--- config.mk ---
export PLATFORM = sky130hd
export DESIGN_NAME = i2c_addr_match
export DESIGN_NICKNAME = d
export VERILOG_FILES = /design/src/rtl/i2c_am_pkg.sv /design/src/rtl/am_shift.sv /design/src/rtl/am_cmp.sv /design/src/rtl/i2c_addr_match.sv
export SDC_FILE = /design/constraint.sdc
export NUM_CORES = 1
export LEC_CHECK = 0
export BUFFER_PORTS_ARGS = -buffer_cell sky130_fd_sc_hd__buf_2
export CORE_MARGIN = 3
export CORE_UTILIZATION = 56
export CTS_CLUSTER_DIAMETER = 30
export DETAILED_ROUTE_END_ITERATION = 7
export PLACE_DENSITY = 0.85
export SLEW_MARGIN = 10
export SYNTH_ARGS = -nofsm -noshare
export SYNTH_HDL_FRONTEND = slang
export SYNTH_SLANG_ARGS = --single-unit
--- constraint.sdc ---
create_clock -name clk -period 3.2 [get_ports clk]
set_clock_uncertainty 0.2 [all_clocks]
set_input_delay 0.32 -clock clk [delete_from_list [all_inputs] [get_ports clk]]
set_output_delay 0.32 -clock clk [all_outputs]
set_load 0.02 [all_outputs]
--- src/rtl/i2c_am_pkg.sv ---
package i2c_am_pkg;
    localparam int BYTE_W   = 8;
    localparam int ADDR7_W  = 7;
    localparam int ADDR10_W = 10;
    localparam logic [4:0] TEN_PREFIX = 5'b11110;

    typedef enum logic [2:0] {
        S_IDLE,
        S_FIRST,
        S_HDR_ACK,
        S_SECOND,
        S_ADDR_ACK,
        S_TALK,
        S_IGNORE
    } am_state_e;
endpackage

--- src/rtl/am_shift.sv ---
module am_shift #(
    parameter int BYTE_W = 8
) (
    input  logic              clk,
    input  logic              rst_n,
    input  logic              restart,
    input  logic              bit_valid,
    input  logic              bit_in,
    output logic              byte_done,
    output logic              ack_slot,
    output logic [BYTE_W-1:0] byte_val
);
    localparam int CNT_W = $clog2(BYTE_W + 1);
    localparam logic [CNT_W-1:0] LAST_BIT = CNT_W'(BYTE_W - 1);
    localparam logic [CNT_W-1:0] ACK_BIT  = CNT_W'(BYTE_W);

    logic [CNT_W-1:0]  cnt;
    logic [BYTE_W-2:0] sreg;

    // counts 8 data bits plus the ninth (acknowledge) slot
    always_ff @(posedge clk or negedge rst_n) begin
        if (!rst_n) begin
            cnt  <= '0;
            sreg <= '0;
        end else if (restart) begin
            cnt <= '0;
        end else if (bit_valid) begin
            if (cnt == ACK_BIT) begin
                cnt <= '0;
            end else begin
                sreg <= {sreg[BYTE_W-3:0], bit_in};
                cnt  <= cnt + 1'b1;
            end
        end
    end

    assign byte_val  = {sreg, bit_in};
    assign byte_done = bit_valid && !restart && (cnt == LAST_BIT);
    assign ack_slot  = bit_valid && !restart && (cnt == ACK_BIT);
endmodule

--- src/rtl/am_cmp.sv ---
module am_cmp
    import i2c_am_pkg::*;
(
    input  logic [BYTE_W-1:0]   byte_val,
    input  logic [ADDR7_W-1:0]  own_addr7,
    input  logic [ADDR7_W-1:0]  mask7,
    input  logic [ADDR10_W-1:0] own_addr10,
    input  logic [ADDR10_W-1:0] mask10,
    output logic                hit7,
    output logic                hdr_ok,
    output logic                low_ok,
    output logic                is_read
);
    // masked compare: a cleared mask bit is a don't-care position
    assign hit7    = ((byte_val[BYTE_W-1:1] ^ own_addr7) & mask7) == '0;
    assign hdr_ok  = (byte_val[7:3] == TEN_PREFIX) &&
                     (((byte_val[2:1] ^ own_addr10[9:8]) & mask10[9:8]) == 2'b00);
    assign low_ok  = ((byte_val ^ own_addr10[7:0]) & mask10[7:0]) == '0;
    assign is_read = byte_val[0];
endmodule

--- src/rtl/i2c_addr_match.sv ---
module i2c_addr_match
    import i2c_am_pkg::*;
(
    input  logic                clk,
    input  logic                rst_n,
    input  logic                mode10,
    input  logic [ADDR7_W-1:0]  own_addr7,
    input  logic [ADDR7_W-1:0]  mask7,
    input  logic [ADDR10_W-1:0] own_addr10,
    input  logic [ADDR10_W-1:0] mask10,
    input  logic                start_pulse,
    input  logic                stop_pulse,
    input  logic                bit_valid,
    input  logic                bit_in,
    output logic                addressed,
    output logic                ack_req,
    output logic [ADDR10_W-1:0] rx_addr,
    output logic                addr_is_10,
    output logic                rw_bit
);
    localparam int PAD_W = ADDR10_W - ADDR7_W;

    am_state_e state, state_n;
    logic addr_q, addr_n, ten_q, ten_n, len_q, len_n, rw_q, rw_n;
    logic [ADDR10_W-1:0] rx_q, rx_n;
    logic [1:0] hi_q, hi_n;

    logic              byte_done, ack_slot;
    logic [BYTE_W-1:0] byte_val;
    logic              hit7, hdr_ok, low_ok, is_read;

    am_shift #(.BYTE_W(BYTE_W)) u_shift (
        .clk       (clk),
        .rst_n     (rst_n),
        .restart   (start_pulse || stop_pulse),
        .bit_valid (bit_valid),
        .bit_in    (bit_in),
        .byte_done (byte_done),
        .ack_slot  (ack_slot),
        .byte_val  (byte_val)
    );

    am_cmp u_cmp (
        .byte_val   (byte_val),
        .own_addr7  (own_addr7),
        .mask7      (mask7),
        .own_addr10 (own_addr10),
        .mask10     (mask10),
        .hit7       (hit7),
        .hdr_ok     (hdr_ok),
        .low_ok     (low_ok),
        .is_read    (is_read)
    );

    // state register
    always_ff @(posedge clk or negedge rst_n) begin
        if (!rst_n) begin
            state  <= S_IDLE;
            addr_q <= 1'b0;
            ten_q  <= 1'b0;
            len_q  <= 1'b0;
            rw_q   <= 1'b0;
            rx_q   <= '0;
            hi_q   <= 2'b00;
        end else begin
            state  <= state_n;
            addr_q <= addr_n;
            ten_q  <= ten_n;
            len_q  <= len_n;
            rw_q   <= rw_n;
            rx_q   <= rx_n;
            hi_q   <= hi_n;
        end
    end

    // transitions
    always_comb begin
        state_n = state;
        addr_n  = addr_q;
        ten_n   = ten_q;
        len_n   = len_q;
        rw_n    = rw_q;
        rx_n    = rx_q;
        hi_n    = hi_q;
        if (stop_pulse) begin
            state_n = S_IDLE;
            addr_n  = 1'b0;
            ten_n   = 1'b0;
        end else if (start_pulse) begin
            state_n = S_FIRST;
            addr_n  = 1'b0;
        end else begin
            unique case (state)
                S_FIRST: if (byte_done) begin
                    if (!mode10) begin
                        if (hit7) begin
                            state_n = S_ADDR_ACK;
                            addr_n  = 1'b1;
                            rx_n    = {{PAD_W{1'b0}}, byte_val[BYTE_W-1:1]};
                            len_n   = 1'b0;
                            rw_n    = is_read;
                        end else begin
                            state_n = S_IGNORE;
                        end
                    end else if (hdr_ok && !is_read) begin
                        state_n = S_HDR_ACK;
                        ten_n   = 1'b0;
                        hi_n    = byte_val[2:1];
                    end else if (hdr_ok && ten_q) begin
                        state_n = S_ADDR_ACK;
                        addr_n  = 1'b1;
                        len_n   = 1'b1;
                        rw_n    = 1'b1;
                    end else begin
                        state_n = S_IGNORE;
                        ten_n   = 1'b0;
                    end
                end
                S_HDR_ACK: if (ack_slot) state_n = S_SECOND;
                S_SECOND: if (byte_done) begin
                    if (low_ok) begin
                        state_n = S_ADDR_ACK;
                        addr_n  = 1'b1;
                        ten_n   = 1'b1;
                        rx_n    = {hi_q, byte_val};
                        len_n   = 1'b1;
                        rw_n    = 1'b0;
                    end else begin
                        state_n = S_IGNORE;
                    end
                end
                S_ADDR_ACK: if (ack_slot) state_n = S_TALK;
                S_IDLE, S_TALK, S_IGNORE: ;
                default: state_n = S_IDLE;
            endcase
        end
    end

    // outputs
    always_comb begin
        ack_req    = (state == S_HDR_ACK) || (state == S_ADDR_ACK);
        addressed  = addr_q;
        rx_addr    = rx_q;
        addr_is_10 = len_q;
        rw_bit     = rw_q;
    end
endmodule

=== Word-level counts from Yosys, hierarchy flattened ===
Cells that the tools add are included.
Widths: inputs -> output; s select.

* Output and inout port bits: 14
* Register bits after elaboration: 30

* Muxes and demuxes: 48
* $add $sub $neg: 1
* Eq/ne operators: 32
* Bitwise operators: 10
* Reduce and logical (&&, ||, !) cells: 26

{| class="wikitable"
|+ Operators with widths
! operator !! count
|-
| $mux 10 || 5
|-
| $mux 3 || 8
|-
| $ne 3x3->1 const B || 8
|-
| $ne 4x4->1 const B || 6
|-
| $mux 1 || 23
|-
| $pmux 10 s2 || 1
|-
| $ne 5x5->1 const B || 3
|-
| $pmux 3 s5 || 1
|-
| $reduce_and 7->1 || 2
|-
| $mux 4 || 3
|-
| $ne 2x2->1 const B || 5
|-
| $eq 3x3->1 const B || 3
|-
| $reduce_and 9->1 || 1
|-
| $and 8x8->8 || 1
|-
| $logic_not 8->1 || 1
|-
| $pmux 1 s2 || 4
|-
| $reduce_and 8->1 || 1
|-
| $xor 8x8->8 || 1
|-
| $and 7x7->7 || 1
|-
| $logic_not 7->1 || 1
|-
| $xor 7x7->7 || 1
|-
| $eq 3x2->1 const B || 2
|-
| $logic_and 1x1->1 || 6
|-
| $mux 2 || 3
|-
| other kinds (20) || 26
|}

=== Depth between registers and ports, before layout ===
Gate-level depths: netlist of the first run.

* Depth after elaboration: 12
* Gate-level depth with buffers: 8
* Depth with buffers taken out: 8

=== Modules after synthesis ===
Synthesis of the first run repeated with hierarchy kept, for this count alone.

* Cell total of the unflattened synthesis: 164
* Area, all modules: 1,808.0 um^2

{| class="wikitable"
|+ Modules (own cells, without submodules)
! module !! seq. area each (um^2) !! cells each !! area each (um^2) !! instances
|-
| i2c_addr_match || 475.5 || 92 || 1,054.8 || 1
|-
| am_shift || 275.3 || 42 || 506.7 || 1
|-
| am_cmp || 0.0 || 30 || 246.5 || 1
|}

=== Least setup slack after synthesis of the first run ===
OpenSTA, ideal clock, no wires.

* Path type: reg-to-reg
* From: register u_shift.sreg[4]
* To: register rx_q[0] (netlist: rx_addr[0])
* Required time: 2.875 ns
* Stages on the path, launching flop included: 9
* Setup time: 0.125 ns
* Arrival time: 1.805 ns
* Buffers on the path: 2
* Setup slack: 1.070 ns
* Path through: dfrtp_1 > buf_6 > xor2_1 > a22oi_2 > nand4_2 > a21oi_4 > and3_4 > buf_12 > mux2_4

* Cells in the longest elaborated chain, start to end: 5

{| class="wikitable"
|+ Ends and longest elaborated chain
! element !! line !! text
|-
| start: declaration || am_shift.sv:18 || <nowiki>logic [BYTE_W-2:0] sreg;</nowiki>
|-
| start signal: assignment || am_shift.sv:31 || <nowiki>sreg <= {sreg[BYTE_W-3:0], bit_in};</nowiki>
|-
| $xor 8x8->8 or $xor 7x7->7 (tied branches) || am_cmp.sv:18, am_cmp.sv:15 ||
|-
| $and 8x8->8 or $and 7x7->7 (tied branches) || am_cmp.sv:18, am_cmp.sv:15 ||
|-
| $logic_not 8->1 or $logic_not 7->1 (tied branches) || am_cmp.sv:18, am_cmp.sv:15 ||
|-
| $ne 2x2->1 (no source line) || - ||
|-
| $reduce_and 8->1 (no source line) (*) || - ||
|-
| end signal: assignment || i2c_addr_match.sv:71 || <nowiki>rx_q <= rx_n;</nowiki>
|-
| end: declaration || i2c_addr_match.sv:25 || <nowiki>logic [ADDR10_W-1:0] rx_q, rx_n;</nowiki>
|}

Mark *: on every way between the ends. The rest lies on a longest branch, timed or not.
A chain may end at the register's enable or synchronous reset.

=== Worst setup path in the final report of the first run ===
* From: input stop_pulse
* To: register rx_q[0] (netlist: rx_addr[0])

* Cells in the longest elaborated chain, start to end: 6

{| class="wikitable"
|+ Ends and longest elaborated chain
! element !! line !! text
|-
| start: declaration || i2c_addr_match.sv:12 || <nowiki>input logic stop_pulse,</nowiki>
|-
| $logic_or 1x1->1 || i2c_addr_match.sv:35 || <nowiki>.restart (start_pulse || stop_pulse),</nowiki>
|-
| $logic_not 1->1 || am_shift.sv:38 || <nowiki>assign byte_done = bit_valid && !restart && (cnt == LAST_BIT);</nowiki>
|-
| $logic_and 1x1->1 (2 in series) || am_shift.sv:38 ||
|-
| $ne 2x2->1 (no source line) || - ||
|-
| $reduce_and 8->1 (no source line) (*) || - ||
|}

Marks and branches as above.

==> run summary, run 1 <==
run status: finished clean
Pint: 706 uW
TritonCTS clock tree: yes
Post-synth EDFFs: 0
DPL Wire Length: 3.09 mm
Buf/Inv on CP: 2
Initial Util: 60.6%
Yosys cell types: 44
drt first-iter violations: 114
RSZ-0062 raised after global routing: false
FF-to-FF Start: u_shift.sreg[0]
number of fill cells: 241
critical path's largest stage delay: 0.54 ns
arrival time worst endpoint: 2.61 ns
Cell Area, Placed: 2140 sq um
CTS sink cnt: 30
Clk Latency, worst-skew pair: 0.35 ns
Combinational Power Share: 22.9%
top cells by area, synth: dfrtp_1, xor2_1, nand2_1, mux2_2, mux2_4
WL met1: 1.87 mm
Num CTS Buffers: 5
critical-path cell list: dlygate4sd3_1 > buf_2 > or2_1 > nor2_8 > nand4b_4 > a21oi_4 > and3_4 > mux2_4
synthesized instance count: 190
WL per Instance: 14.4 um
CP max stage cell: dlygate4sd3_1
die height: 64.4 um
Finished Core Util: 71.1%
num ports: 55
combined flip-flop and latch cell area: 751 sq um
max-cap viol count: 0
Netlist Area Pre-Place: 1910 sq um
clock tree buffer depth: 2
largest net degree at the start of global routing: 31
clk root buf: clkbuf_4
Critical Path RT: 3.24 ns
design area: 2240 sq um
gpl congestion: 0.822
Slew @ Worst Pin: 0.646 ns
reg2reg end: rx_addr[0]
total die area: 4150 sq um
DIE WIDTH: 64.4 um
Yosys reg bits: 30
power density cells: 468 nW/um^2
Slew Limit Fails: 0
Reg power frac: 47.9%
commonest non-fill, non-tap cell in the layout: buf_2
worst reg-to-reg setup slack: 0.81 ns
Rows: 20
Worst VDD drop: 0.000249 V
FMAX: 0.389 GHz
diode count: 0
CP endpoint kind: flop
leakage power total: 1.18 nW
worst setup path category: input pin to flop
number of endpoints failing setup at the final stage: 0
Core ar.: 3150 sq um
post-synth top area cell: dfrtp_1
post-CTS resize count: 0
Worst-path clk slew: 0.10 ns
TritonRoute pass-1 iters: 4
final net count: 285
clock power share: 29.2%
Sw Ratio: 32.7%
share of cells above drive strength 1: 37.9%
period utilization: 80.3%
Tightest Hold Check Type: input pin to flop
Total Wirelength: 4.14 mm
vias in the first global route: 1523
gr usage total: 21.7%
via count: 1561
net switching power of the design: 343 uW
worst setup margin: 0.631 ns
delay-heaviest family, CP: simple AND/OR/NAND/NOR gates
Post-Syn Nets: 233
first-pass GRT wire length: 6.89 mm
Via-to-Cell Ratio: 5.44
crit path to: rx_addr[0]
final hold viol count: 0
TNS Setup: 0 ns
DRC errors left: 0
hold_buf cts: 2
IO Port Bufs: 54
grt ovf: 0
top_reg_cell synth: dfrtp_1
multi-input logic area: 1030 sq um
DR WL met3: 341 um
worst setup slack after placement: 0.820 ns
post-synth top area share: 39.3%
startpoint type of the worst setup path: input pin
most frequent cells in the layout: buf_2, nand2_1, dfrtp_1, xor2_1, nor2_1
Worst R2R Path Depth: 6
worst hold margin: 0.0288 ns
Max Used Layer: met4
CTS HTree Levels: 2
Post-CTS Setup Inserts: 0
Detail Route Antenna Nets: 0
Avg Inst Size Synth: 10.0 sq um
Async SR Flop Fraction: 100%
Rel. slew slack: 56.9%
Yosys Warn Count: 0
source of the critical timing path: stop_pulse
critical path depth: 8
sequential-to-total area share from yosys stat: 39.3%
WL met2: 1.87 mm
initial antenna violation count: 0
Crit Path Max Fanout: 10
Final min period: 2.57 ns
Layout area overhead: 17.4%
==> how the worst min path moves through the flow <==
stage          depth (start not counted)              to  slack, ns        start
4_1_cts                                3        state[0]       0.03  start_pulse
3_3_place_gp                           1  u_shift.cnt[0]       0.18        rst_n
3_5_place_dp                           1  u_shift.cnt[0]       0.19        rst_n
2_1_floorplan                          0      addr_is_10      -0.18        rst_n
6_report                               3        state[0]       0.03  start_pulse
5_1_grt                                3        state[0]       0.06  start_pulse
==> cell type report <==
cell class	count	share of cell area (%)
flip-flops and latches	30	33.5
clock buffers	5	1.67
clock inverters	3	1.79
repair buffers	57	13.3
multi-input cells	140	46.0
inverters	8	1.34
well taps	44	2.46
==> per-stage QoR <==
step / std cells / power, mW
floorplan: 190 / 0.705
global placement: 277 / 0.735
detailed placement: 277 / 0.750
CTS: 287 / 1.05
global route: 287 / 1.11
finish: 287 / 1.05
==> logic make-up (layout without fill, tap and decap cells) <==
kind of cell / count (synthesis) / count (layout) / synth area share (%)
and+or+nand+nor: 69 / 69 / 18.9
AOI/OAI and AO/OA: 29 / 29 / 11.5
muxes: 22 / 22 / 14.0
DFF: 30 / 30 / 39.3
xor gates and xnor gates: 18 / 18 / 8.26
adders and majority gates: 2 / 2 / 1.31
buffers and inverters: 20 / 73 / 6.68
==> sequential cells by signal, summed over array words and instances (netlist names) <==
register and count:
addressed 1, u_shift.sreg 7, state 3, rx_addr 10, u_shift.cnt 4, hi_q 2, addr_is_10 1, rw_bit 1
ten_q 1
==> Yosys cell counts, types with 2 or more instances <==
cell      number
a22oi_1        4
mux2i_1        5
xor2_1        17
mux2_2        10
dfrtp_1       30
nor2_1        12
clkbuf_1       2
a21oi_1        7
ha_1           2
buf_2          5
a22oi_2        3
nand2b_1       3
nand2_1       36
buf_6          4
nand3_1        3
mux2_4         7
inv_1          8
o21ai_0        5
or2_2          2
==> tightest hold or removal path, cell delays in order <==
cell	delay (ns)
buf_2	0.11
inv_1	0.05
a21oi_1	0.06
==> power groups by stage <==
stage	Sequential, mW	Combinational (mW)	Clock, mW
6_report	0.502	0.240	0.307
5_1_grt	0.514	0.269	0.323
4_1_cts	0.503	0.242	0.308
3_5_place_dp	0.511	0.240	0
3_3_place_gp	0.505	0.231	0
2_1_floorplan	0.441	0.264	0
==> metal layers <==
layer | up-vias | global-route usage (%)
met1 | 729 | 28.4
met3 | 6 | 5.98
met2 | 71 | 34.3
met5 | - | 0
li1 | 755 | -
met4 | 0 | 8.18
(Power assumes the default switching activity.)
==> inputs of run 2 (changes only) <==
--- a/config.mk
+++ b/config.mk
@@ -7,10 +7,10 @@
 export LEC_CHECK = 0
 export BUFFER_PORTS_ARGS = -buffer_cell sky130_fd_sc_hd__buf_2
 export CORE_MARGIN = 3
-export CORE_UTILIZATION = 56
+export CORE_UTILIZATION = 52
 export CTS_CLUSTER_DIAMETER = 30
 export DETAILED_ROUTE_END_ITERATION = 7
-export PLACE_DENSITY = 0.85
+export PLACE_DENSITY = 0.8
 export SLEW_MARGIN = 10
 export SYNTH_ARGS = -nofsm -noshare
 export SYNTH_HDL_FRONTEND = slang
==> constraint.sdc (replaced) <==
create_clock -name clk -period 2.4 [get_ports clk]
set_clock_uncertainty 0.2 [all_clocks]
set_input_delay 0.24 -clock clk [delete_from_list [all_inputs] [get_ports clk]]
set_output_delay 0.24 -clock clk [all_outputs]
set_load 0.02 [all_outputs]
==> run 2 against run 1 <==
Effect of this change: sequential power rose by 27%; cell count rose by 2.4%; clock power grew 63%; critical endpoint unchanged.
==> run summary, run 2 (same netlist as run 1, synthesis figures left out) <==
Layout area overhead: 21.0% (was 17.4%)
largest net degree at the start of global routing: 31 (unchanged)
gpl congestion: 0.867 (was 0.822)
number of endpoints failing setup at the final stage: 0 (unchanged)
FF-to-FF Start: u_shift.sreg[4] (was u_shift.sreg[0])
Cell Area, Placed: 2180 sq um (was 2140 sq um)
Detail Route Antenna Nets: 0 (unchanged)
WL per Instance: 14.4 um (about the same)
Worst R2R Path Depth: 6 (unchanged)
startpoint type of the worst setup path: flop (was input pin)
TNS Setup: 0 ns (unchanged)
period utilization: 95.3%
total die area: 4430 sq um (was 4150 sq um)
critical path's largest stage delay: 0.47 ns (was 0.54 ns)
TritonCTS clock tree: yes (unchanged)
final hold viol count: 0 (unchanged)
hold_buf cts: 2 (unchanged)
Via-to-Cell Ratio: 5.25 (was 5.44)
arrival time worst endpoint: 2.26 ns (was 2.61 ns)
critical-path cell list: xor2_1 > a22oi_2 > nand4_2 > a21oi_4 > and3_4 > mux2_4 (was dlygate4sd3_1 > buf_2 > or2_1 > nor2_8 > nand4b_4 > a21oi_4 > and3_4 > mux2_4)
Total Wirelength: 4.23 mm (was 4.14 mm)
Slew Limit Fails: 0 (unchanged)
DPL Wire Length: 3.15 mm (was 3.09 mm)
Rel. slew slack: 55.4% (was 56.9%)
vias in the first global route: 1431 (was 1523)
commonest non-fill, non-tap cell in the layout: buf_2 (unchanged)
reg2reg end: rx_addr[0] (unchanged)
die height: 66.6 um (was 64.4 um)
CTS sink cnt: 30 (unchanged)
first-pass GRT wire length: 6.75 mm (was 6.89 mm)
Non-Filler Instances: 294 (was 287)
share of cells above drive strength 1: 38.3% (was 37.9%)
RSZ-0062 raised after global routing: false (unchanged)
grt ovf: 0 (unchanged)
number of fill cells: 283 (was 241)
worst reg-to-reg setup slack: 0.11 ns (was 0.81 ns)
Tightest Hold Check Type: input pin to flop (unchanged)
Clk Latency, worst-skew pair: 0.28 ns (was 0.35 ns)
Hold EP: state[0] (unchanged)
clk root buf: clkbuf_8 (was clkbuf_4)
Initial Util: 55.5% (was 60.6%)
source of the critical timing path: u_shift.sreg[4] (was stop_pulse)
Rows: 21 (was 20)
Num CTS Buffers: 5 (unchanged)
Worst-path clk slew: 0.07 ns (was 0.10 ns)
Inst Count DP: 284 (was 277)
drt first-iter violations: 96 (was 114)
most frequent cells in the layout: buf_2, nand2_1, dfrtp_1, xor2_1, nor2_1 (unchanged)
post-CTS resize count: 0 (unchanged)
power density cells: 656 nW/um^2 (was 468 nW/um^2)
worst setup path category: flop to flop (was input pin to flop)
Slew @ Worst Pin: 0.669 ns (was 0.646 ns)
via count: 1544 (was 1561)
Crit Path Max Fanout: 10 (unchanged)
Total Power: 1.52 mW (was 1.05 mW)
run status: finished clean (unchanged)
Core ar.: 3440 sq um (was 3150 sq um)
Worst Hold Launch: start_pulse (unchanged)
DIE WIDTH: 66.6 um (was 64.4 um)
Largest register FFs: 10 (unchanged)
CP max stage cell: dfrtp_1 (was dlygate4sd3_1)
CP endpoint kind: flop (unchanged)
Final min period: 2.29 ns
Post-CTS Setup Inserts: 0 (unchanged)
num ports: 55 (unchanged)
CTS HTree Levels: 2 (unchanged)
diode count: 0 (unchanged)
clock tree buffer depth: 2 (unchanged)
design area: 2310 sq um (was 2240 sq um)
DRC errors left: 0 (unchanged)
IO Port Bufs: 54 (unchanged)
Critical Path RT: 2.37 ns (was 3.24 ns)
Worst Hold Depth: 3 (unchanged)
final net count: 290 (was 285)
leakage power total: 1.21 nW (was 1.18 nW)
Worst VDD drop: 0.000454 V (was 0.000249 V)
TritonRoute pass-1 iters: 4 (unchanged)
max-cap viol count: 0 (unchanged)
FMAX: 0.437 GHz
initial antenna violation count: 0 (unchanged)
gr usage total: 20.3% (was 21.7%)
-- run 2: through the flow --
step	setup WS, ns	hold slack (ns)	utilization (%)
2_1_floorplan	0.270	-0.256	-
3_3_place_gp	0.150	0.109	63.5
3_5_place_dp	0.123	0.113	63.5
4_1_cts	0.116	0.0149	67.1
5_1_grt	0.000172	0.0497	67.1
6_report	0.114	0.0133	67.1
-- run 2: final cells by class --
type | count | area (sq um) | share of cell area (%)
sequential | 30 | 751 | 32.5
clock inverter | 1 | 30.0 | 1.30
timing repair buffer | 62 | 335 | 14.5
inverter | 8 | 30.0 | 1.30
multi-input combinational | 140 | 1030 | 44.6
tap | 46 | 57.6 | 2.49
clock buffer | 7 | 76.3 | 3.30
-- run 2: critical path, delay by kind of cell, from the launching register on --
kind | cells | cell delay, ns
compound gates | 2 | 0.45
simple gates | 2 | 0.53
mux | 1 | 0.32
xor+xnor | 1 | 0.20
flops | 1 | 0.47
-- run 2: power by group --
part           internal [mW]  switching (mW)
Combinational          0.197           0.181
Sequential             0.556          0.0833
Clock                  0.310           0.190
Total                   1.06           0.454
-- run 2: worst max-delay path by stage --
stage	endpoint	depth (start not counted)
floorplan	rx_addr[0]	8
global placement	rx_addr[6]	6
detailed placement	rx_addr[0]	6
CTS	rx_addr[6]	6
global route	rx_addr[5]	6
finish	rx_addr[0]	6
-- run 2: metal layers --
layer  wire length, um  GRT usage [%]
met5                 0              0
met4                51           7.36
met3               330           3.88
met2              1880           32.8
met1              1970           26.9
